===== config.mk =====
export PLATFORM = sky130hd
export DESIGN_NAME = wdt_steer
export DESIGN_NICKNAME = d
export VERILOG_FILES = /design/src/rtl/wdt_pkg.sv /design/src/rtl/wdt_rst_sync.sv /design/src/rtl/wdt_prescale.sv /design/src/rtl/wdt_downcnt.sv /design/src/rtl/wdt_outctl.sv /design/src/rtl/wdt_steer.sv
export SDC_FILE = /design/constraint.sdc
export NUM_CORES = 1
export LEC_CHECK = 0
export ABC_AREA = 0
export BUFFER_PORTS_ARGS = -buffer_cell sky130_fd_sc_hd__buf_2
export CAP_MARGIN = 20
export CORE_MARGIN = 3
export CORE_UTILIZATION = 52
export CTS_CLUSTER_SIZE = 28
export DETAILED_ROUTE_END_ITERATION = 10
export PLACE_DENSITY = 0.73
export SYNTH_ARGS = -nofsm -noshare
export SYNTH_HDL_FRONTEND = slang
export SYNTH_SLANG_ARGS = --single-unit

===== constraint.sdc =====
create_clock -name clk_i -period 2.3 [get_ports clk_i]
set_input_delay 0.115 -clock clk_i [delete_from_list [all_inputs] [get_ports clk_i]]
set_output_delay 0.115 -clock clk_i [all_outputs]
set_load 0.02 [all_outputs]

===== src/rtl/wdt_pkg.sv =====
package wdt_pkg;
  localparam int MULT_W  = 5;
  localparam int RES_W   = 2;
  localparam int CFG_W   = 1 + MULT_W + RES_W;

  typedef enum logic [RES_W-1:0] {
    RES_SIXTEENTH = 2'd0,
    RES_QUARTER   = 2'd1,
    RES_ONE       = 2'd2,
    RES_FOUR      = 2'd3
  } res_e;

  typedef struct packed {
    logic              steer_rst;
    logic [MULT_W-1:0] mult;
    res_e              res;
  } wdt_cfg_t;
endpackage


===== src/rtl/wdt_rst_sync.sv =====
module wdt_rst_sync #(
  parameter int STAGES = 2
) (
  input  logic clk_i,
  input  logic rst_ni,
  output logic rst_no
);
  logic [STAGES-1:0] sync_q;
  logic [STAGES-1:0] sync_d;

  always_comb begin
    sync_d = {sync_q[STAGES-2:0], 1'b1};
  end

  always_ff @(posedge clk_i or negedge rst_ni) begin
    if (!rst_ni) sync_q <= '0;
    else         sync_q <= sync_d;
  end

  assign rst_no = sync_q[STAGES-1];
endmodule


===== src/rtl/wdt_prescale.sv =====
module wdt_prescale #(
  parameter int RES_W     = 2,
  parameter int RATIO_LOG = 2
) (
  input  logic             clk_i,
  input  logic             rst_ni,
  input  logic             tick_i,
  input  logic             clr_i,
  input  logic [RES_W-1:0] res_i,
  output logic             step_o
);
  localparam int PRE_W = RATIO_LOG * ((1 << RES_W) - 1);

  logic [PRE_W-1:0] cnt_q, cnt_d, lim;
  logic             at_lim;

  always_comb begin
    for (int k = 0; k < PRE_W; k++) begin
      lim[k] = (k < RATIO_LOG * int'(res_i));
    end
  end

  assign at_lim = (cnt_q == lim);
  assign step_o = tick_i && at_lim;

  always_comb begin
    cnt_d = cnt_q;
    if (clr_i)       cnt_d = '0;
    else if (tick_i) cnt_d = at_lim ? '0 : cnt_q + 1'b1;
  end

  always_ff @(posedge clk_i or negedge rst_ni) begin
    if (!rst_ni) cnt_q <= '0;
    else         cnt_q <= cnt_d;
  end
endmodule


===== src/rtl/wdt_downcnt.sv =====
module wdt_downcnt #(
  parameter int MULT_W = 5
) (
  input  logic              clk_i,
  input  logic              rst_ni,
  input  logic              load_i,
  input  logic [MULT_W-1:0] load_val_i,
  input  logic              step_i,
  output logic              expire_o
);
  logic [MULT_W-1:0] cnt_q, cnt_d;
  logic              live;

  assign live     = (cnt_q != '0);
  assign expire_o = step_i && !load_i && (cnt_q == MULT_W'(1));

  always_comb begin
    cnt_d = cnt_q;
    if (load_i)              cnt_d = load_val_i;
    else if (step_i && live) cnt_d = cnt_q - 1'b1;
  end

  always_ff @(posedge clk_i or negedge rst_ni) begin
    if (!rst_ni) cnt_q <= '0;
    else         cnt_q <= cnt_d;
  end
endmodule


===== src/rtl/wdt_outctl.sv =====
module wdt_outctl #(
  parameter int PULSE_W = 4
) (
  input  logic clk_i,
  input  logic rst_ni,
  input  logic expire_i,
  input  logic steer_rst_i,
  input  logic flag_rd_i,
  output logic flag_o,
  output logic irq_o,
  output logic rst_pulse_o
);
  localparam int PW_CW = $clog2(PULSE_W + 1);

  logic             flag_q, flag_d;
  logic             irq_q, irq_d;
  logic [PW_CW-1:0] pcnt_q, pcnt_d;

  always_comb begin
    flag_d = flag_q;
    if (expire_i)       flag_d = 1'b1;
    else if (flag_rd_i) flag_d = 1'b0;

    irq_d = irq_q;
    if (expire_i && !steer_rst_i) irq_d = 1'b1;
    else if (flag_rd_i)           irq_d = 1'b0;

    pcnt_d = pcnt_q;
    if (expire_i && steer_rst_i) pcnt_d = PW_CW'(PULSE_W);
    else if (pcnt_q != '0)       pcnt_d = pcnt_q - 1'b1;
  end

  always_ff @(posedge clk_i or negedge rst_ni) begin
    if (!rst_ni) begin
      flag_q <= 1'b0;
      irq_q  <= 1'b0;
      pcnt_q <= '0;
    end else begin
      flag_q <= flag_d;
      irq_q  <= irq_d;
      pcnt_q <= pcnt_d;
    end
  end

  assign flag_o      = flag_q;
  assign irq_o       = irq_q;
  assign rst_pulse_o = (pcnt_q != '0);
endmodule


===== src/rtl/wdt_steer.sv =====
module wdt_steer
  import wdt_pkg::*;
#(
  parameter int PULSE_W   = 4,
  parameter int RATIO_LOG = 2
) (
  input  logic             clk_i,
  input  logic             rst_ni,
  input  logic             tick_i,
  input  logic             cfg_we_i,
  input  logic [CFG_W-1:0] cfg_wdata_i,
  input  logic             flag_rd_i,
  output logic             flag_o,
  output logic             irq_o,
  output logic             rst_pulse_o
);
  logic     rst_n;
  wdt_cfg_t cfg_q, cfg_d;
  logic     step, expire;

  wdt_rst_sync #(.STAGES(2)) u_rsync (
    .clk_i  (clk_i),
    .rst_ni (rst_ni),
    .rst_no (rst_n)
  );

  always_comb begin
    cfg_d = cfg_q;
    if (cfg_we_i) cfg_d = wdt_cfg_t'(cfg_wdata_i);
  end

  always_ff @(posedge clk_i or negedge rst_n) begin
    if (!rst_n) cfg_q <= '0;
    else        cfg_q <= cfg_d;
  end

  wdt_prescale #(.RES_W(RES_W), .RATIO_LOG(RATIO_LOG)) u_pre (
    .clk_i  (clk_i),
    .rst_ni (rst_n),
    .tick_i (tick_i),
    .clr_i  (cfg_we_i),
    .res_i  (cfg_q.res),
    .step_o (step)
  );

  wdt_downcnt #(.MULT_W(MULT_W)) u_cnt (
    .clk_i      (clk_i),
    .rst_ni     (rst_n),
    .load_i     (cfg_we_i),
    .load_val_i (cfg_wdata_i[RES_W +: MULT_W]),
    .step_i     (step),
    .expire_o   (expire)
  );

  wdt_outctl #(.PULSE_W(PULSE_W)) u_out (
    .clk_i       (clk_i),
    .rst_ni      (rst_n),
    .expire_i    (expire),
    .steer_rst_i (cfg_q.steer_rst),
    .flag_rd_i   (flag_rd_i),
    .flag_o      (flag_o),
    .irq_o       (irq_o),
    .rst_pulse_o (rst_pulse_o)
  );
endmodule


==> results of run 1 <==
==> worst max-delay path by stage <==
stage | slack, ps | cells past startpoint | endpoint | start
after floorplan | 460 | 5 | u_cnt.cnt_q[3] | u_pre.cnt_q[3]
after global placement | 390 | 5 | u_cnt.cnt_q[3] | u_pre.cnt_q[3]
after detailed placement | 360 | 5 | u_cnt.cnt_q[3] | u_pre.cnt_q[3]
after CTS | 320 | 5 | u_cnt.cnt_q[3] | u_pre.cnt_q[3]
after global routing | 240 | 5 | u_cnt.cnt_q[3] | u_pre.cnt_q[3]
final | 330 | 5 | u_cnt.cnt_q[3] | u_pre.cnt_q[3]
==> repair_timing <==
item / CTS / global route
endpoints found under the hold margin: 5 / 0
buffers inserted: 0 / 0
hold buffers: 3 / 0
endpoints found under the setup margin: 0 / 0
==> cell usage in the layout, fill, tap and decap left out, types with 2 or more instances in the layout <==
master	synthesis	layout
or3_1	2	2
clkbuf_4	0	3
nand2b_1	3	3
o22ai_1	2	2
inv_1	6	6
nor4_1	2	2
dfrtp_1	21	21
mux2_2	3	3
o21ai_0	3	3
nand3_1	7	7
ha_1	6	6
xor2_1	2	2
a21oi_1	5	5
dlygate4sd3_1	0	3
nand3b_1	3	3
nand2_1	8	8
or4_1	2	2
nor2_1	10	10
nor2b_1	5	5
xnor2_1	2	2
buf_2	0	15
==> layout make-up <==
class / instances / area [sq um]
Timing Repair Buffer: 18 / 105
Multi-Input combinational cell: 83 / 576
Clock inverter: 1 / 7.51
Inverter: 6 / 22.5
Clock buffer: 3 / 22.5
Tap cell: 27 / 33.8
Fill cell: 167 / 729
Sequential cell: 21 / 526
==> logic make-up after synthesis <==
group	count (synthesis)
simple gates	47
fa+ha+maj	6
flops	21
other cells	1
buf+inv	10
mux	4
xor+xnor	4
compound gates	21
==> per-stage QoR <==
step | instance area, sq um | hold slack, ps | std cells | setup WS [ps]
global route | 1290 | 8.59 | 159 | 241
finish | 1290 | 28.6 | 159 | 331
CTS | 1290 | 23.8 | 159 | 318
global placement | 1230 | -98.2 | 152 | 395
detailed placement | 1230 | -99.0 | 152 | 356
floorplan | 1150 | -181 | 114 | 458
==> metal layers <==
metal	track usage, %	part of all wire, %	vias up	routed length, microns
met5	0	0	-	0
met4	5.11	0.56	0	11
met3	5.92	5.5	2	108
met2	25.8	45	18	889
met1	22.2	48	411	944
li1	-	-	440	-
==> power breakdown <==
part | switching [mW] | internal, mW
registers | 0.0466 | 0.418
logic | 0.116 | 0.113
clock network | 0.116 | 0.0664
==> worst max-delay path, delay by kind of cell (launching register included) <==
family           cells  cell delay (ps)
AO/OA/AOI/OAI        1              150
AND/OR/NAND/NOR      4             1300
flip-flops           1              460
==> flip-flops by register name, indices dropped and copies added (netlist names) <==
signal,count
cfg_q,3
u_cnt.cnt_q,5
u_out.irq_o,1
u_rsync.sync_q,2
u_pre.cnt_q,6
u_out.flag_o,1
u_out.pcnt_q,3
==> impl_results.md, run 1 <==
* Largest net degree at the start of global routing at 25
* Synth top area share at 45.7%
* CP cell instances: or4_1 -> nor2_2 -> o211ai_4 -> or4_1 -> nand3_1
* PD cells at 678 nW/um^2
* DRT Pass-1 Iters at 4
* Predominant post-synthesis flop cell: dfrtp_1
* Top Ports at 16
* Clk Latency, worst-skew pair at 310 ps
* DR DRC count at 0
* Syn avg cell area at 10.1 sq um
* CTS Buf Count at 3
* Vias per cell at 5.48
* Worst path required time at 2550 ps
* GR Overflow Total at 0
* Fin util at 63.9%
* Status: completed
* Die outline area at 2810 sq um
* CTS max path bufs at 2
* Htree depth at 1
* Routed WL at 1960 microns
* N_diodes at 0
* Leak pwr at 0.579 nW
* Post-synthesis compound-gate area fraction at 14.7%
* Initial Util at 56.9%
* # setup viols final at 0
* Root Driver: clkbuf_4
* Post-synthesis register bit count at 21
* Reg2Reg Setup Slack at 330 ps
* Share of cells above drive strength 1 at 19.7%
* WL per Instance at 12.3 microns
* Worst Hold Class: primary input to flop
* Clk_skew at 8.95 ps
* DRT iter0 DRCs at 11
* Count of cell types in the netlist at 40
* Simple-gate area share of the yosys netlist at 21.7%
* Net count after synthesis at 133
* TritonCTS clock tree: yes
* Die W at 53.0 microns
* F_max at 508 MHz
* Number of synthesized flops with an enable pin at 0
* HPWL Detailed at 1440 microns
* CTS Sinks at 21
* Tmin final at 1970 ps
* Synth Cell Area at 1150 sq um
* Die height at 53.0 microns
* Reg2reg end: u_cnt.cnt_q[3]
* Clock slew at reported path FFs at 120 ps
* Top post-synthesis cells by area: dfrtp_1 46%, ha_1 6.5%, nor2_1 3.3%
* WHS Path Cells at 3
* Synth Area in XOR/XNOR at 3.05%
* PostCTS Resize Cnt at 0
* Crit start category: flop
* CP endpoint kind: flop
* Hold Path End: u_cnt.cnt_q[3]
* Setup_tns at 0 ps
* Synth Area in Adders at 6.53%
* FF-to-FF path depth at 5
* Main combinational cell family by area after synthesis: simple AND/OR/NAND/NOR gates
* Top cell by count, worst path: or4_1
* Final worst path period share at 85.6%
* CP max stage delay at 550 ps
* Startpoint of the worst hold path: cfg_wdata_i[5]
* Syn Inst Count at 114
* Core footprint at 2020 sq um
* NumNets Final at 152
* Area Overhead vs Synth at 12.4%
* Worst EP arrival at 2220 ps
* R2r startpoint: u_pre.cnt_q[3]
* FFs w/ async S/R, synth at 100%
* Rows at 16
* Max-cap viol count at 0
* Crit path max fanout at 9
* Most instantiated library cell after synthesis: dfrtp_1
* DR vias at 871
* Initial antenna violation count at 0
* Critical path's slowest cell: or4_1
* Fin. Hold Viols at 0
* Register area share after synthesis at 45.7%
* Worst Path Class, Setup: flop to flop
* Ys Warns at 0
* Port Buffer Count at 15
* Max_slew headroom at 50.4%
* Mux contribution to synthesized area at 3.81%
* RSZ-0062 raised after global routing: false
* Leading area contributor after synthesis: dfrtp_1
* Worst Max-Slew Pin Slew at 744 ps
* Vias in the first global route at 818
* Post-DRT Antenna Nets at 0
* Final Max Tran Viols at 0
* Total track usage at 16.9%
* Global-route wire length before repair at 3440 microns
* Post-synth top cells: 21 x dfrtp_1, 10 x nor2_1, 8 x nand2_1
* Gpl congestion at 0.822
* Total power at 0.877 mW
* VDD IR max at 369 uV
Power figures use the tool's default switching activity.
==> inputs of run 2 (changes only) <==
REMOVE_ABC_BUFFERS = 1   (was unset)
==> run 2 against run 1 <==
Against the previous run:
- cell count shrank 0.63%
- core utilization shrank 0.62 points
- clock power shrank 3%
- sequential cell count is the same
- combinational power is essentially flat
- sequential power is essentially flat
- power shrank 0.47%
- via count shrank 0.11%
- design area shrank 0.97%
==> impl_results.md, run 2 (same netlist as run 1, synthesis figures left out) <==
* Status: completed
* Tmin final at 2000 ps
* # setup viols final at 0
* Reg2Reg Setup Slack at 300 ps
* Htree depth at 1
* Worst Hold Class: primary input to flop
* CTS max path bufs at 2
* Fin util at 63.3%
* Startpoint of the worst hold path: cfg_wdata_i[2]
* Max reg flops at 6
* Post-DRT Antenna Nets at 0
* NumNets Final at 151
* Hold Path End: u_cnt.cnt_q[0]
* GR Overflow Total at 0
* Crit start category: flop
* Area Overhead vs Synth at 11.3%
* Most common cell after layout, fill and taps aside: dfrtp_1
* DRT iter0 DRCs at 12
* Fin. Hold Viols at 0
* Post-DP Area at 1230 sq um
* R2r startpoint: u_pre.cnt_q[3]
* Leak pwr at 0.578 nW
* Gpl congestion at 0.791
* WHS Path Cells at 3
* Die height at 53.0 microns
* Clock slew at reported path FFs at 110 ps
* Rows at 16
* Max_slew headroom at 49.1%
* Root Driver: clkbuf_4
* Worst Path Class, Setup: flop to flop
* VDD IR max at 637 uV
* Clk Latency, worst-skew pair at 300 ps
* Worst EP arrival at 2250 ps
* Multi-input logic area at 576 sq um
* Setup_tns at 0 ps
* Routed WL at 2100 microns
* CTS Sinks at 21
* Worst path required time at 2550 ps
* Die W at 53.0 microns
* Global-route wire length before repair at 3590 microns
* Die outline area at 2810 sq um
* CP endpoint kind: flop
* DR DRC count at 0
* Design Area, Final at 1280 sq um
* HPWL Detailed at 1520 microns
* DR vias at 870
* Reg with most FFs: u_pre.cnt_q
* Worst Max-Slew Pin Slew at 763 ps
* CTS Buf Count at 3
* Final worst path period share at 87.0%
* Port Buffer Count at 15
* Crit path max fanout at 9
* Vias in the first global route at 800
* Vias per cell at 5.51
* PostCTS Resize Cnt at 0
* WL per Instance at 13.3 microns
* PD cells at 682 nW/um^2
* Total track usage at 17.4%
* Post-Place Setup Slack at 331 ps
* Final Max Tran Viols at 0
* Commonest cells after routing, fill and taps aside: 21 x dfrtp_1, 15 x buf_2, 10 x nor2_1, 8 x nand2_1, 7 x nand3_1
* F_max at 500 MHz
* Max-cap viol count at 0
* Clk_skew at 1.29 ps
* Top Ports at 16
* FILL cells at 181
* Share of cells above drive strength 1 at 19.8%
* Initial antenna violation count at 0
* DRT Pass-1 Iters at 4
* Core footprint at 2020 sq um
* Initial Util at 56.9%
* TritonCTS clock tree: yes
* Largest registers: u_pre.cnt_q: 6 flops, u_cnt.cnt_q: 5 flops
* N_diodes at 0
* Reg2reg end: u_cnt.cnt_q[3]
* Final WS setup at 298 ps
* FF-to-FF path depth at 5
* RSZ-0062 raised after global routing: false
* Sequential cell area at 526 sq um
* Largest net degree at the start of global routing at 25
## run 2: how the worst max path moves through the flow
stage	cells past startpoint	slack, ps	to	startpoint
after floorplan	5	460	u_cnt.cnt_q[3]	u_pre.cnt_q[3]
after global placement	5	400	u_cnt.cnt_q[3]	u_pre.cnt_q[3]
after detailed placement	5	330	u_out.pcnt_q[2]	u_pre.cnt_q[3]
after CTS	5	300	u_out.pcnt_q[2]	u_pre.cnt_q[3]
after global routing	5	150	u_out.pcnt_q[2]	u_pre.cnt_q[3]
final	5	300	u_cnt.cnt_q[3]	u_pre.cnt_q[3]
## run 2: worst max-delay path, stage by stage, from the launching register on
cell,delay (ps)
dfrtp_1,450
or4_1,570
nor2_2,180
o211ai_4,150
or4_1,500
nand3_1,90
## run 2: routing by layer
metal | share of wire [%] | GRT usage [%] | up-vias | routed length (microns)
met4 | 0.48 | 2.55 | 0 | 10
met3 | 4.0 | 5.92 | 2 | 84
met5 | 0 | 0 | - | 0
met1 | 48 | 23.2 | 416 | 1010
met2 | 47 | 27.7 | 14 | 992
li1 | - | - | 438 | -
## run 2: cell type report
cell class | instances | share of cell area (%)
flip-flops and latches | 21 | 41.1
inverters | 6 | 1.76
multi-input cells | 83 | 45.0
repair buffers | 17 | 7.43
well taps | 27 | 2.64
clock inverters | 1 | 0.391
clock buffers | 3 | 1.76
## run 2: report_power, final
group / total (mW) / internal, mW / switching [mW]
clock network: 0.177 / 0.0649 / 0.112
logic: 0.232 / 0.112 / 0.120
registers: 0.463 / 0.418 / 0.0451
total: 0.873 / 0.596 / 0.277
## run 2: repair_timing
| item | CTS | global route |
|---|---|---|
| hold endpoints to repair | 3 | 0 |
| setup buffers | 0 | 0 |
| hold buffers | 2 | 0 |
## run 2: through the flow
stage          std cells  hold WS (ps)  power, mW
2_1_floorplan        110          -181      0.634
3_3_place_gp         152          -100      0.686
3_5_place_dp         152         -98.4      0.705
4_1_cts              158          5.91      0.886
5_1_grt              158          15.4      0.944
6_report             158          13.3      0.873
==> inputs of run 3 (changes only) <==
ABC_AREA = 1   (was 0)
CORE_ASPECT_RATIO = 0.6   (was unset)
==> run 3 against run 2 <==
Against the previous run:
- count of clock-buffer cells in the layout is the same
- synthesized area grew 8.3%
- core utilization shrank 0.52 points
- fmax grew 49%
- critical path type unchanged
- wire length grew 11%
==> impl_results.md, run 3 <==
* Status: completed
* N_diodes at 0
* Sw Share at 35.0%
* Post-synth top cells: 46 x nand2_1, 22 x inv_1, 21 x dfrtp_1
* Reg with most FFs: u_pre.cnt_q
* Worst Path Class, Setup: flop to flop
* Sequential Power Share at 45.6%
* Post-DRT Antenna Nets at 0
* DR DRC count at 0
* Worst Hold Class: primary input to flop
* Crit path max fanout at 5
* Clock slew at reported path FFs at 80 ps
* CP Buf/Inv Count at 2
* Vias in the first global route at 910
* Max_slew headroom at 48.8%
* Initial antenna violation count at 0
* FFs w/ async S/R, synth at 100%
* Setup_tns at 0 ps
* Cell family with most CP delay: simple AND/OR/NAND/NOR gates
* CTS Sinks at 21
* Root Driver: clkbuf_8
* HPWL Detailed at 1760 microns
* PostCTS Resize Cnt at 0
* Final Max Tran Viols at 0
* Placed cell count at 206
* CTS max path bufs at 2
* Fin. Hold Viols at 0
* Count of cell types in the netlist at 25
* Top Ports at 16
* Ys Warns at 0
* VDD IR max at 330 uV
* Clock power share at 23.6%
* Clk Latency, worst-skew pair at 260 ps
* Multi-input logic area at 593 sq um
* Die outline area at 3040 sq um
* Final worst path period share at 58.3%
* Comb pwr share at 30.8%
* RSZ-0062 raised after global routing: false
* DR vias at 1,037
* Net Sw Power at 0.361 mW
* Gpl congestion at 0.833
* Synth Cell Area at 1240 sq um
* Top post-synthesis cells by area: dfrtp_1 42%, nand2_1 14%, inv_1 6.6%
* Tmin final at 1340 ps
* Predominant post-synthesis flop cell: dfrtp_1
* PD cells at 744 nW/um^2
* Routed wl met2 at 925 microns
* Vias per cell at 4.91
* Worst Max-Slew Pin Slew at 768 ps
* WL per Instance at 11.0 microns
* Htree depth at 1
* FILL cells at 203
* Routed WL at 2320 microns
* Critical path's slowest cell: dfrtp_1
* Area Overhead vs Synth at 11.6%
* GR Overflow Total at 0
* Leak pwr at 0.744 nW
* Largest registers: u_pre.cnt_q: 6 flops, u_cnt.cnt_q: 5 flops
* Number of synthesized flops with an enable pin at 0
* Largest net degree at the start of global routing at 20
* Syn Inst Count at 163
* Global-route wire length before repair at 3940 microns
* Core footprint at 2210 sq um
* CP endpoint kind: flop
* CP max stage delay at 430 ps
* Port Buffer Count at 15
* Initial Util at 56.3%
* Share of cells above drive strength 1 at 18.8%
* DRT Pass-1 Iters at 4
* Max reg flops at 6
* Total track usage at 16.7%
* Die height at 43.9 microns
* Most instantiated library cell after synthesis: nand2_1
* Met3 wire length at 236 microns
* Crit start category: flop
* Max layer used: met4
* Worst path required time at 2470 ps
* Worst EP arrival at 1510 ps
* CTS Buf Count at 3
* Max-cap viol count at 0
* CP cell instances: nor2_1 -> inv_1 -> nor2_1 -> nand3_2 -> nand2_1 -> inv_1
* Commonest cells after routing, fill and taps aside: 46 x nand2_1, 22 x inv_1, 21 x dfrtp_1, 16 x nor2_1, 15 x buf_2
* DRT iter0 DRCs at 72
* F_max at 746 MHz
* # setup viols final at 0
* Die W at 69.2 microns
* Total power at 1.03 mW
* Clk_skew at 5.26 ps
* Post-synthesis register bit count at 21
* Sequential cell area at 526 sq um
* Rows at 13
* M1 WL at 1140 microns
* NumNets Final at 201
* TritonCTS clock tree: yes
* Leading area contributor after synthesis: dfrtp_1
* Internal cell power at 0.672 mW
* Non-filler cells, final at 211
* Register area share after synthesis at 42.2%
* Synth top area share at 42.2%
* Syn avg cell area at 7.64 sq um
* Most common cell after layout, fill and taps aside: nand2_1
[run 3: cell count changes in the layout (fill, tap and decap cells not counted), sizes merged, moves of 5 or more]
cell   before  now
o21ai       3   13
nor2b       5    0
nor2       11   18
inv         6   26
a21oi       6    1
nand2       8   52
nand3       7   14
[run 3: path summary, 6_finish.rpt]
check	start	endpoint	slack, ps	cells after the start
max	u_cnt.cnt_q[2]	u_out.pcnt_q[0]	960	6
min	flag_rd_i	u_out.irq_o	50	2
min reg2reg	u_rsync.sync_q[1]	u_out.pcnt_q[1]	320	0
min in group asynchronous	rst_ni	u_rsync.sync_q[0]	160	2
max reg2reg	u_cnt.cnt_q[2]	u_out.pcnt_q[0]	960	6
max in group asynchronous	u_rsync.sync_q[1]	u_pre.cnt_q[0]	1500	0
[run 3: stage by stage]
step | util [%] | hold WS [ps] | area [sq um] | setup slack, ps
6_report | 62.8 | 51.2 | 1390 | 959
5_1_grt | 62.8 | 47.7 | 1390 | 880
4_1_cts | 62.8 | 38.1 | 1390 | 985
3_5_place_dp | 60.2 | -97.5 | 1330 | 953
3_3_place_gp | 60.2 | -98.4 | 1330 | 982
2_1_floorplan | - | -181 | 1220 | 1130
[run 3: routing by layer]
metal | GRT usage (%) | vias up
li1 | - | 535
met1 | 23.4 | 451
met2 | 24.6 | 48
met3 | 6.25 | 3
met4 | 4.28 | 0
met5 | 0 | -
[run 3: what timing repair did]
item | 4_1_cts | 5_1_grt
buffers inserted | 0 | 0
endpoints found under the hold margin | 2 | 0
hold buffers | 1 | 0
[run 3: cell type report]
class                   count  share of cell area, %
well taps                  30                   2.70
clock inverters             1                  0.360
clock buffers               3                   2.97
repair buffers             16                   6.13
multi-input cells         113                   42.7
inverters                  27                   7.30
flip-flops and latches     21                   37.8
[run 3: kinds of logic after synthesis]
family          share of synthesized area [%]
xor+xnor                                 2.81
simple gates                             31.8
compound gates                           6.73
other cells                             0.301
buf+inv                                  10.1
flops                                    42.2
fa+ha+maj                                6.03
[run 3: power groups by stage]
stage,sequential (mW),clock [mW],combinational [mW]
after detailed placement,0.478,0,0.317
after floorplan,0.468,0,0.246
after global placement,0.476,0,0.300
after global routing,0.479,0.274,0.369
final,0.471,0.244,0.318
after CTS,0.471,0.254,0.319
